--- config.mk ---
export PLATFORM = sky130hd
export DESIGN_NAME = supply_event_gen
export DESIGN_NICKNAME = d
export VERILOG_FILES = /design/src/rtl/supply_evt_pkg.sv /design/src/rtl/supply_sync.sv /design/src/rtl/supply_edge_qual.sv /design/src/rtl/supply_evt_out.sv /design/src/rtl/supply_event_gen.sv
export SDC_FILE = /design/constraint.sdc
export NUM_CORES = 1
export LEC_CHECK = 0
export BUFFER_PORTS_ARGS = -buffer_cell sky130_fd_sc_hd__buf_2
export CELL_PAD_IN_SITES_DETAIL_PLACEMENT = 1
export CELL_PAD_IN_SITES_GLOBAL_PLACEMENT = 1
export CORE_MARGIN = 4
export CORE_UTILIZATION = 34
export DETAILED_ROUTE_END_ITERATION = 7
export PLACE_DENSITY_LB_ADDON = 0.1
export REMOVE_ABC_BUFFERS = 1
export SLEW_MARGIN = 10
export SYNTH_ARGS = -nofsm -noshare
export SYNTH_HDL_FRONTEND = slang
export SYNTH_HIERARCHICAL = 1
export SYNTH_SLANG_ARGS = --single-unit
--- constraint.sdc ---
create_clock -name clk -period 2.96 [get_ports clk]
set_clock_uncertainty 0.2 [all_clocks]
set_input_delay 0.148 -clock clk [delete_from_list [all_inputs] [get_ports clk]]
set_output_delay 0.148 -clock clk [all_outputs]
set_load 0.005 [all_outputs]
--- src/rtl/supply_evt_pkg.sv ---
// Shared types for the supply threshold event generator.
// Assumes: nothing beyond IEEE 1800-2017 packed structs.
package supply_evt_pkg;

    // Notification mode loaded by one configuration write
    typedef struct packed {
        logic irq_en;
        logic evt_en;
        logic rise_en;
        logic fall_en;
    } trig_cfg_t;

endpackage

--- src/rtl/supply_sync.sv ---
// Multi-flop synchronizer for the asynchronous comparator output.
// Assumes: STAGES >= 2; input toggles slower than the clock for a clean capture.
module supply_sync #(
    parameter int STAGES = 2
) (
    input  logic clk,
    input  logic rst_n,
    input  logic d_async,
    output logic q_sync
);

    logic [STAGES-1:0] chain_q;

    // Shift the asynchronous input through the flop chain
    always_ff @(posedge clk) begin
        if (!rst_n) begin
            chain_q <= '0;
        end else begin
            chain_q <= {chain_q[STAGES-2:0], d_async};
        end
    end

    assign q_sync = chain_q[STAGES-1];

endmodule

--- src/rtl/supply_edge_qual.sv ---
// Edge detector with per-direction enables and a settle window after activation.
// Assumes: lvl is already synchronous; SETTLE_CYC >= 1 cycles are ignored
// at the start of every active period.
module supply_edge_qual #(
    parameter int SETTLE_CYC = 1
) (
    input  logic clk,
    input  logic rst_n,
    input  logic active,
    input  logic lvl,
    input  logic rise_en,
    input  logic fall_en,
    output logic hit
);

    localparam int                CNT_W   = $clog2(SETTLE_CYC + 1);
    localparam logic [CNT_W-1:0]  CNT_MAX = CNT_W'(SETTLE_CYC);

    logic             prev_q;
    logic [CNT_W-1:0] settle_q;
    logic             armed;
    logic             rise_seen;
    logic             fall_seen;

    // Remember last synchronized level for edge comparison
    always_ff @(posedge clk) begin
        if (!rst_n) begin
            prev_q <= 1'b0;
        end else begin
            prev_q <= lvl;
        end
    end

    // Count active cycles up to the settle limit; restart when inactive
    always_ff @(posedge clk) begin
        if (!rst_n) begin
            settle_q <= '0;
        end else if (!active) begin
            settle_q <= '0;
        end else if (settle_q != CNT_MAX) begin
            settle_q <= settle_q + 1'b1;
        end
    end

    // Qualify edges by direction enables and the armed state
    always_comb begin
        armed     = active && (settle_q == CNT_MAX);
        rise_seen = lvl && !prev_q;
        fall_seen = !lvl && prev_q;
        hit       = armed && ((rise_en && rise_seen) || (fall_en && fall_seen));
    end

endmodule

--- src/rtl/supply_evt_out.sv ---
// Output stage: sticky write-one-to-clear interrupt flag and one-cycle event strobe.
// Assumes: hit is a single-cycle qualified edge indication.
module supply_evt_out (
    input  logic clk,
    input  logic rst_n,
    input  logic hit,
    input  logic irq_en,
    input  logic evt_en,
    input  logic irq_clr,
    output logic irq_pend,
    output logic evt_pulse
);

    // Set wins over clear so no edge is lost
    always_ff @(posedge clk) begin
        if (!rst_n) begin
            irq_pend <= 1'b0;
        end else begin
            irq_pend <= (irq_pend && !irq_clr) || (hit && irq_en);
        end
    end

    // Register the event strobe for one cycle per edge
    always_ff @(posedge clk) begin
        if (!rst_n) begin
            evt_pulse <= 1'b0;
        end else begin
            evt_pulse <= hit && evt_en;
        end
    end

endmodule

--- src/rtl/supply_event_gen.sv ---
// Top of the supply threshold event generator: holds the configuration,
// synchronizes the comparator, qualifies edges and drives notifications.
// Assumes: cmp_in is asynchronous; standby comes from the power controller.
module supply_event_gen
    import supply_evt_pkg::*;
#(
    parameter int LEVEL_W     = 3,
    parameter int SYNC_STAGES = 2,
    parameter int SETTLE_CYC  = 1
) (
    input  logic               clk,
    input  logic               rst_n,
    input  logic               cfg_we,
    input  logic [LEVEL_W-1:0] cfg_level,
    input  logic               cfg_irq_en,
    input  logic               cfg_evt_en,
    input  logic               cfg_rise_en,
    input  logic               cfg_fall_en,
    input  logic               mon_en,
    input  logic               standby,
    input  logic               irq_clr,
    input  logic               cmp_in,
    output logic [LEVEL_W-1:0] level_out,
    output logic               status_out,
    output logic               irq_pend,
    output logic               evt_pulse
);

    trig_cfg_t          trig_q;
    logic [LEVEL_W-1:0] level_q;
    logic               active;
    logic               lvl_sync;
    logic               hit;

    // Load trip point and replace all enables on a configuration write
    always_ff @(posedge clk) begin
        if (!rst_n) begin
            level_q <= '0;
            trig_q  <= '0;
        end else if (cfg_we) begin
            level_q <= cfg_level;
            trig_q  <= '{irq_en:  cfg_irq_en,
                         evt_en:  cfg_evt_en,
                         rise_en: cfg_rise_en,
                         fall_en: cfg_fall_en};
        end
    end

    // Monitor runs only when enabled and outside standby
    assign active     = mon_en && !standby;
    assign level_out  = level_q;
    assign status_out = active && lvl_sync;

    supply_sync #(
        .STAGES (SYNC_STAGES)
    ) u_sync (
        .clk     (clk),
        .rst_n   (rst_n),
        .d_async (cmp_in),
        .q_sync  (lvl_sync)
    );

    supply_edge_qual #(
        .SETTLE_CYC (SETTLE_CYC)
    ) u_qual (
        .clk     (clk),
        .rst_n   (rst_n),
        .active  (active),
        .lvl     (lvl_sync),
        .rise_en (trig_q.rise_en),
        .fall_en (trig_q.fall_en),
        .hit     (hit)
    );

    supply_evt_out u_out (
        .clk       (clk),
        .rst_n     (rst_n),
        .hit       (hit),
        .irq_en    (trig_q.irq_en),
        .evt_en    (trig_q.evt_en),
        .irq_clr   (irq_clr),
        .irq_pend  (irq_pend),
        .evt_pulse (evt_pulse)
    );

endmodule

==> results.env, run 1 <==
GRT_PASS1_VIAS=426
REG2REG_SETUP_SLACK_PS=1820
SYNTH_EDF_COUNT=0
HOLD_END='trig_q[1]$_SDFFE_PN0P_'
CTS-HTREE-LEVELS=1
ANTENNA-DIODE-COUNT=0
RSZ0062_AT_GRT='false'
VIA_COUNT=398
POST-ROUTE-DRC-COUNT=0
SYNTHESIS.AREA_PER_INSTANCE_UM2=11.2
DRTPASS1ITERATIONS=2
NUMBER_OF_BUFFERS_CREATED_BY_CTS=3
FINAL_MIN_PERIOD_OVER_CLOCK_PERIOD=0.523
DRT_WL_TOTAL_MM=1.04
TIMING.FINAL.MAX_SLEW_VIOLATIONS=0
MAX_FREQ_MHz=646
DIE_H_UM=45.2
DRIVE_ABOVE_1_SHARE=0.311
SYN_AREA_UM2=472
CRITICAL_PATH.MAX_STAGE_DELAY_PS=530
PERIOD_MINUS_SLACK_PS=1550
SYNTH_SEQUENTIAL_AREA_RATIO=0.552
SEQUENTIALPOWERSHARE=0.561
FILLERS=158
START_UTIL=0.362
HOLDCRITSTARTPOINT='rst_n'
POWERDENSITY_mW_PER_MM2=474
FLOORPLAN.DIE_AREA_MM2=0.00205
PATH_MAX_FANOUT=3
WORST_HOLD_PATH_TYPE='input port to flip-flop'
GRT_PASS1_WL_MM=1.75
PLACEMENT.IO_BUFFERS=19
SLEW_WORST_PIN_PS=211
INITIALDRTVIOLATIONCOUNT=3
CLOCK_SINK_COUNT=13
P_LEAK_nW=0.329
FINAL_INSTANCE_AREA_UM2=701
ANTENNA_VIOLATIONS_BEFORE_REPAIR=0
FLOORPLAN.IO_PINS=20
CRIT_PATH_END_KIND='output pin'
SYNTH_CELL_TYPE_COUNT=12
CLK_PIN_SLEW_PS=80
GRT_MAX_DEGREE=14
WORSTPATHREQUIRED_PS=2610
CPMAXSTAGEDELAYCELL='sky130_fd_sc_hd__dlygate4sd3_1'
POST_SYNTH_MAIN_AREA_CONTRIBUTORS='sky130_fd_sc_hd__dfxtp_1 55%, sky130_fd_sc_hd__mux2i_1 15%, sky130_fd_sc_hd__nor2b_1 11%, sky130_fd_sc_hd__and2_1 5.3%, sky130_fd_sc_hd__nand3b_1 3.2%'
SETUP_VIOL=0
TIMING.MAX_CAP.VIOLATIONS=0
SYNTH.YOSYS.WARNINGS=6
POWER_SWITCHING_SHARE=0.217
COMBINED_GLOBAL_ROUTE_UTILIZATION_OF_ALL_METAL_LAYERS=0.122
RELSLEWSLACK=0.860
NETSW_uW=72.0
POST-SYNTH-TOP-AREA-FRACTION=0.552
WORST_EP_ARRIVAL_TIME_PS=1200
WORSTPATHCELLLIST='dlygate4sd3_1 -> buf_2 -> nor2b_1 -> and2_1 -> buf_2'
NUM_ROWS=13
POST_DRT_WL_PER_CELL_UM=11.7
TRITONCTS='built'
HOLD-PATH-CELL-COUNT=2
WORST_VOLTAGE_DROP_ACROSS_THE_VDD_GRID_V=0.000212
FP.DIEW_UM=45.2
ANT_NETS=0
ROUTE.DETAILED.VIAS_PER_INST=4.47
POST_SYNTHESIS_CELL_COUNT=42
CORE_AREA_MM2=0.00130
FINALNETCOUNT=89
INTERNAL_DISSIPATION_uW=260
REG2REG_TO='u_out/irq_pend$_SDFF_PN0_'
CP-START-KIND='input port'
SETUP_TOTAL_NEGATIVE_SLACK_PS=0
GPL.FINAL_WEIGHTED_CONGESTION=0.616
SHARE_COMB_OF_TOTAL_POWER=0.116
FIN_HOLD_WS_PS=32.0
POST_LAYOUT_UTIL=0.538
CLK_PATH_BUF_DEPTH=2
SYNTH_COMMONEST_CELLS='13 x sky130_fd_sc_hd__dfxtp_1, 8 x sky130_fd_sc_hd__nor2b_1, 7 x sky130_fd_sc_hd__mux2i_1'
TIMING.RR.START='u_sync/chain_q[1]$_SDFF_PN0_'
PLACED_AREA_UM2=574
PROPORTION_OF_SYNTHESIZED_FLIP_FLOPS_HAVING_ASYNCHRONOUS_SET_OR_RESET=0
RUN_STATUS='finished clean'
SYNTH_MOST_COMMON_CELL='sky130_fd_sc_hd__dfxtp_1'
TOTAL_GRT_OVERFLOW=0
CRITICALPATHCATEGORY='input port to output pin'
SYNTH-MAIN-FF-CELL='sky130_fd_sc_hd__dfxtp_1'
WORSTREGTOREGCELLS=4
POWER.SHARE.CLOCK=0.323
YOSYS_REGISTER_BITS=13
REPORT.FINAL.HOLD_VIOL_COUNT=0
AREA_GROWTH_PCT=48.5
CLOCK-ROOT-BUFFER='sky130_fd_sc_hd__clkbuf_4'
CLOCK_LATENCY_PS=270
DPL.HPWL_UM=655
CTS_SETUP_BUFFERS=0
TIMING.CRITICAL_PATH.MODE_CELL='sky130_fd_sc_hd__buf_2'
SYNTHDOMINANTAREACELLTYPE='sky130_fd_sc_hd__dfxtp_1'
[worst max path at each step]
stage / slack [ps] / to / depth (start not counted) / from
6_report: 1410 / status_out / 5 / standby
5_1_grt: 1370 / status_out / 5 / standby
4_1_cts: 1400 / status_out / 5 / standby
3_5_place_dp: 1840 / u_out/irq_pend$_SDFF_PN0_ / 4 / u_sync/chain_q[1]$_SDFF_PN0_
3_3_place_gp: 1880 / u_out/irq_pend$_SDFF_PN0_ / 4 / u_sync/chain_q[1]$_SDFF_PN0_
2_1_floorplan: 1940 / u_out/irq_pend$_SDFF_PN0_ / 4 / u_sync/chain_q[1]$_SDFF_PN0_
[flip-flops by register name, summed over array words and instances (netlist names)]
signal	flops
level_out	3
u_out/irq_pend	1
u_qual/settle_q	1
u_out/evt_pulse	1
u_qual/prev_q	1
trig_q	4
u_sync/chain_q	2
[area by class of cell]
class                           count  area (µm²)  area share
Clock buffer                        4        26.3      0.0375
Multi-Input combinational cell     28         200       0.286
Sequential cell                    13         260       0.371
Tap cell                           15        18.8      0.0268
Timing Repair Buffer               29         195       0.279
[power by group through the flow]
| stage | sequential [mW] | clock (mW) | combinational, mW |
|---|---|---|---|
| after detailed placement | 0.190 | 0 | 0.0284 |
| after CTS | 0.186 | 0.112 | 0.0383 |
| after global routing | 0.187 | 0.120 | 0.0431 |
| final | 0.186 | 0.107 | 0.0385 |
| after floorplan | 0.190 | 0 | 0.0125 |
| after global placement | 0.191 | 0 | 0.0277 |
[what timing repair did]
action                    CTS  global route
hold endpoints to repair   10             0
hold buffers               10             0
resized for setup           0             0
[per-stage QoR]
| stage | instances | worst slack [ps] | power, mW |
|---|---|---|---|
| after floorplan | 41 | 1940 | 0.202 |
| after global placement | 75 | 1880 | 0.218 |
| after detailed placement | 75 | 1840 | 0.219 |
| after CTS | 89 | 1400 | 0.337 |
| after global routing | 89 | 1370 | 0.350 |
| final | 89 | 1410 | 0.332 |
[critical path, delay by kind of cell]
family,cells,cell delay (ps)
buffers and inverters,3,750
AND/OR/NAND/NOR,2,300
[routing by layer]
metal / track usage / vias up / share of wire
met2: 0.212 / 12 / 0.50
met1: 0.126 / 180 / 0.42
met4: 0.0526 / 0 / 0.0087
li1: - / 204 / -
met5: 0 / - / 0
met3: 0.0518 / 2 / 0.072
[cell usage in the layout, fill, tap and decap left out, drive strengths merged]
| cell type | instances |
|---|---|
| nand3b | 2 |
| nor2b | 8 |
| dfxtp | 13 |
| nand2 | 2 |
| nand2b | 1 |
| a21oi | 1 |
| and2 | 5 |
| buf | 19 |
| dlygate4sd3 | 10 |
| and3 | 1 |
| mux2i | 7 |
| a21boi | 1 |
| clkbuf | 4 |
[kinds of logic after synthesis]
kind of cell / after synthesis / synth area share
muxes: 7 / 0.149
AOI/OAI and AO/OA: 2 / 0.0265
and+or+nand+nor: 19 / 0.249
DFF: 13 / 0.552
buffers and inverters: 1 / 0.0239
Note: power is estimated with default switching activity, not from simulation.
==> run 2: changes to the inputs <==
Settings changed: CORE_UTILIZATION 34 to 32.
Clock period 2.96 ns to 1.6 ns, I/O delays scaled along.
==> run 2 against run 1 <==
  * First-iteration DRC count down 100%
  * Sequential power up 85%
  * Worst setup slack worse by 1300 ps
  * Clock-buffer cell count unchanged
  * Hold slack better by 51 ps
  * Routed wire length up 7.6%
  * Global-route usage up 1.3 points
  * Cell count up 10%
  * Power up 91%
  * Cell area up 13%
==> results.env, run 2 (same netlist as run 1, synthesis figures left out) <==
CTS-RESIZED-GATES=0
FINAL_INSTANCE_AREA_UM2=791
LAYOUT_SETUP_WS_PS=66.8
TRITONCTS='built'
CLK_PATH_BUF_DEPTH=2
CLK_PIN_SLEW_PS=80
PLACEMENT.IO_BUFFERS=19
TOTAL_POWER_uW=635
ANTENNA-DIODE-COUNT=0
GPL.FINAL_WEIGHTED_CONGESTION=0.645
DIE_H_UM=46.4
MET2_LENGTH_UM=576
WORST_VOLTAGE_DROP_ACROSS_THE_VDD_GRID_V=0.000578
FLOORPLAN.DIE_AREA_MM2=0.00215
WORST_HOLD_PATH_TYPE='input port to flip-flop'
TIMING.FINAL.MAX_SLEW_VIOLATIONS=0
POST-ROUTE-DRC-COUNT=0
NUM_ROWS=13
DRIVE_ABOVE_1_SHARE=0.277
ANTENNA_VIOLATIONS_BEFORE_REPAIR=0
COMBINED_GLOBAL_ROUTE_UTILIZATION_OF_ALL_METAL_LAYERS=0.135
TOP_LAYER='met4'
POST_DRT_WL_PER_CELL_UM=11.4
PRE_CTS_WS_PS=504
START_UTIL=0.349
FLOORPLAN.IO_PINS=20
P_LEAK_nW=0.380
WORSTPATHREQUIRED_PS=1620
SETUP_VIOL=0
CORE_AREA_MM2=0.00135
RELSLEWSLACK=0.851
TOTAL_GRT_OVERFLOW=0
POWERDENSITY_mW_PER_MM2=802
DRTPASS1ITERATIONS=1
FINAL_MIN_PERIOD_OVER_CLOCK_PERIOD=0.958
RUN_STATUS='finished clean'
PATH_MAX_FANOUT=3
INITIALDRTVIOLATIONCOUNT=0
REGMOSTFLOPS='trig_q'
CRITICALPATHCATEGORY='input port to flip-flop'
CP-START-KIND='input port'
LARGEST_REGISTER_FF_COUNT=4
VIA_COUNT=436
SEQCELLAREA_UM2=260
GRT_MAX_DEGREE=14
FILLERS=153
PERIOD_MINUS_SLACK_PS=1530
DRT_WL_TOTAL_MM=1.12
REG2REG_SETUP_SLACK_PS=230
NUMBER_OF_BUFFERS_CREATED_BY_CTS=3
SETUP_TOTAL_NEGATIVE_SLACK_PS=0
TIMING.MAX_CAP.VIOLATIONS=0
FINALNETCOUNT=98
SLEW_WORST_PIN_PS=223
MULTIINPUTGATEAREA_UM2=200
WIRELENGTH_MET1_UM=420
CRIT_PATH_END_KIND='flip-flop'
RSZ0062_AT_GRT='false'
GRT_PASS1_VIAS=469
REPORT.FINAL.HOLD_VIOL_COUNT=0
CLOCK_LATENCY_PS=270
WORST_EP_ARRIVAL_TIME_PS=1560
PLACED_AREA_UM2=574
MOST-COMMON-LAYOUT-CELLS='19 x sky130_fd_sc_hd__dlygate4sd3_1, 19 x sky130_fd_sc_hd__buf_2, 13 x sky130_fd_sc_hd__dfxtp_1, 8 x sky130_fd_sc_hd__nor2b_1, 7 x sky130_fd_sc_hd__mux2i_1'
ANT_NETS=0
GRT_PASS1_WL_MM=1.94
ROUTE.DETAILED.VIAS_PER_INST=4.45
AREA_GROWTH_PCT=67.6
CLOCK-ROOT-BUFFER='sky130_fd_sc_hd__clkbuf_4'
POST_LAYOUT_UTIL=0.586
MAX_FREQ_MHz=652
MET3ROUTEDLENGTH_UM=99
CTS-HTREE-LEVELS=1
CLOCK_SINK_COUNT=13
FP.DIEW_UM=46.4
## run 2: cell types whose count changed in the layout (fill, tap and decap cells not counted)
| cell | before | now |
|---|---|---|
| sky130_fd_sc_hd__dlygate4sd3_1 | 10 | 19 |
## run 2: what timing repair did
item,CTS,global route
hold buffers,20,0
setup endpoints to repair,0,1
hold endpoints to repair,12,0
buffers inserted,0,0
## run 2: routing by layer
| layer | global-route usage | vias up |
|---|---|---|
| met5 | 0 | - |
| met4 | 0.0682 | 0 |
| met3 | 0.0586 | 5 |
| met2 | 0.250 | 15 |
| met1 | 0.121 | 197 |
| li1 | - | 219 |
## run 2: stage by stage
step,hold WS [ps],instances
2_1_floorplan,1.71,41
3_3_place_gp,81.0,75
4_1_cts,92.3,99
3_5_place_dp,84.5,75
5_1_grt,123,98
6_report,83.2,98
## run 2: final timing paths
path	depth (start not counted)	endpoint	start
max	5	u_qual/settle_q$_SDFF_PN0_	standby
min reg2reg	1	u_sync/chain_q[1]$_SDFF_PN0_	u_sync/chain_q[0]$_SDFF_PN0_
min	3	level_out[1]$_SDFFE_PN0P_	cfg_we
max reg2reg	3	trig_q[1]$_SDFFE_PN0P_	trig_q[1]$_SDFFE_PN0P_
## run 2: layout make-up
class | instances | area share
sequential | 13 | 0.329
tap | 15 | 0.0237
clock buffer | 4 | 0.0332
multi-input combinational | 28 | 0.253
timing repair buffer | 38 | 0.361
## run 2: power by group
part	internal (mW)	total (mW)	switching (mW)
logic	0.0622	0.0893	0.0271
registers	0.338	0.344	0.00674
clock network	0.0967	0.201	0.104
## run 2: critical path, stage by stage
cell and delay (ps):
sky130_fd_sc_hd__dlygate4sd3_1 530, sky130_fd_sc_hd__buf_2 120, sky130_fd_sc_hd__nor2b_1 150, sky130_fd_sc_hd__dlygate4sd3_1 570, sky130_fd_sc_hd__and2_1 110
==> run 3: changes to the inputs <==
Settings changed: BUFFER_PORTS_ARGS -buffer_cell sky130_fd_sc_hd__buf_2 to -buffer_cell sky130_fd_sc_hd__clkbuf_2.
==> run 3 against run 2 <==
  * Largest power group unchanged
  * Highest routed layer is now met3
  * Flip-flop and latch count stayed put
  * First-iteration DRC count grew 3
  * Via count down 1.4%
  * Clock power about the same
  * Cell count unchanged
  * Die area unchanged
==> results.env, run 3 (same netlist as run 1, synthesis figures left out) <==
TIMING.CRITICAL_PATH.MODE_CELL='sky130_fd_sc_hd__dlygate4sd3_1'
GRT_MAX_DEGREE=14
WORST_VOLTAGE_DROP_ACROSS_THE_VDD_GRID_V=0.000376
CLOCK_SINK_COUNT=13
MAX_FREQ_MHz=651
BUSIEST_LAYER='met2'
CORE_AREA_MM2=0.00135
CRITICALPATHCATEGORY='input port to flip-flop'
TIMING.CRITICAL_PATH.MAX_DELAY_FAMILY='buffers and inverters'
WORSTSETUPPATHDEPTH=5
RELSLEWSLACK=0.756
DRIVE_ABOVE_1_SHARE=0.265
ANT_NETS=0
MOST-COMMON-LAYOUT-CELLS='19 x sky130_fd_sc_hd__dlygate4sd3_1, 18 x sky130_fd_sc_hd__clkbuf_2, 13 x sky130_fd_sc_hd__dfxtp_1, 8 x sky130_fd_sc_hd__nor2b_1, 7 x sky130_fd_sc_hd__mux2i_1'
SETUP_VIOL=0
WORSTPATHCELLLIST='dlygate4sd3_1 -> clkbuf_2 -> nor2b_1 -> dlygate4sd3_1 -> and2_1'
CTS_SETUP_BUFFERS=0
GPL.FINAL_WEIGHTED_CONGESTION=0.645
REPORT.FINAL.HOLD_VIOL_COUNT=0
REGMOSTFLOPS='trig_q'
START_UTIL=0.349
NUMBER_OF_BUFFERS_CREATED_BY_CTS=3
CLOCK-ROOT-BUFFER='sky130_fd_sc_hd__clkbuf_4'
GRT_PASS1_WL_MM=1.86
GRT_PASS1_VIAS=456
INITIALDRTVIOLATIONCOUNT=3
HOLD-PATH-CELL-COUNT=6
P_LEAK_nW=0.390
CTS-HTREE-LEVELS=1
ANTENNA_VIOLATIONS_BEFORE_REPAIR=0
PATH_MAX_FANOUT=3
FINALNETCOUNT=98
WORSTREGTOREGCELLS=3
CPMAXSTAGEDELAYCELL='sky130_fd_sc_hd__dlygate4sd3_1'
DRTPASS1ITERATIONS=4
CRITICAL_PATH.MAX_STAGE_DELAY_PS=570
LARGEST_REGISTER_FF_COUNT=4
LEADING_CELL_TYPE_IN_THE_LAYOUT_FILL_AND_TAPS_EXCLUDED='sky130_fd_sc_hd__dlygate4sd3_1'
FLOORPLAN.DIE_AREA_MM2=0.00215
CP-START-KIND='input port'
DIE_H_UM=46.4
TIMING.FINAL.MAX_SLEW_VIOLATIONS=0
TRITONCTS='built'
COMBINED_GLOBAL_ROUTE_UTILIZATION_OF_ALL_METAL_LAYERS=0.127
GROUTE.LAYER.MET2.USAGE=0.223
ROUTE.DETAILED.VIAS_PER_INST=4.39
SETUP_TOTAL_NEGATIVE_SLACK_PS=0
REG2REG_SETUP_SLACK_PS=240
FP.DIEW_UM=46.4
TIMING.MAX_CAP.VIOLATIONS=0
RSZ0062_AT_GRT='false'
POST-ROUTE-DRC-COUNT=0
SLEW_WORST_PIN_PS=367
CLOCK_LATENCY_PS=270
RUN_STATUS='finished clean'
USE_MET1=0.128
TOTAL_GRT_OVERFLOW=0
PRE_CTS_WS_PS=502
ANTENNA-DIODE-COUNT=0
FLOORPLAN.IO_PINS=20
WORST_EP_ARRIVAL_TIME_PS=1550
POWERDENSITY_mW_PER_MM2=793
VIA_COUNT=430
CLK_PIN_SLEW_PS=80
PERIOD_MINUS_SLACK_PS=1530
AREA_GROWTH_PCT=69.2
DRT_WL_TOTAL_MM=1.08
CLK_PATH_BUF_DEPTH=2
PLACEMENT.IO_BUFFERS=19
POST_DRT_WL_PER_CELL_UM=11.0
LAYOUT_SETUP_WS_PS=65.0
NUM_ROWS=13
MET3_USAGE=0.0469
CRIT_PATH_END_KIND='flip-flop'
WORSTPATHREQUIRED_PS=1620
WORST_HOLD_PATH_TYPE='input port to flip-flop'
FINAL_MIN_PERIOD_OVER_CLOCK_PERIOD=0.959
CRITICAL_PATH.N_BUFFERS_INVERTERS=3
-- run 3: path summary, 6_finish.rpt --
path,from,to
worst max-delay path,standby,u_qual/settle_q$_SDFF_PN0_
worst min-delay path,mon_en,u_out/irq_pend$_SDFF_PN0_
worst max register to register,trig_q[0]$_SDFFE_PN0P_,trig_q[0]$_SDFFE_PN0P_
worst min register to register,u_sync/chain_q[0]$_SDFF_PN0_,u_sync/chain_q[1]$_SDFF_PN0_
-- run 3: report_power, final --
part | leakage, nW | switching, mW | total (mW) | internal [mW]
sequential | 0.107 | 0.00667 | 0.344 | 0.338
clock | 0.0150 | 0.101 | 0.198 | 0.0965
combinational | 0.268 | 0.0274 | 0.0909 | 0.0635
-- run 3: worst register-to-register path, stage by stage (launching register included) --
cell	delay (ps)
sky130_fd_sc_hd__dfxtp_1	320
sky130_fd_sc_hd__mux2i_1	120
sky130_fd_sc_hd__nor2b_1	60
sky130_fd_sc_hd__dlygate4sd3_1	550
-- run 3: per-layer routing --
layer,wire length [µm],vias to the layer above
met5,0,-
met1,445,196
met2,565,12
met4,0,0
li1,-,222
met3,68,0
-- run 3: area by class of cell --
| class | count | area (µm²) |
|---|---|---|
| clock buffers | 4 | 26.3 |
| repair buffers | 38 | 293 |
| well taps | 15 | 18.8 |
| fillers | 154 | 552 |
| flip-flops and latches | 13 | 260 |
| multi-input cells | 28 | 200 |
-- run 3: per-stage QoR --
stage               utilization  power, mW  instances  hold WS (ps)  instance area [µm²]
global route              0.591      0.675         98          96.2                  798
finish                    0.591      0.633         98          81.3                  798
detailed placement        0.425      0.405         75          87.8                  574
global placement          0.425      0.404         75          80.5                  574
CTS                       0.593      0.648         99          69.7                  801
floorplan                     -      0.374         41          1.71                  460
-- run 3: repair_timing --
item / 4_1_cts / 5_1_grt
endpoints found under the setup margin: 0 / 8
hold endpoints to repair: 11 / 0
hold buffers: 20 / 0
resized for setup: 0 / 1
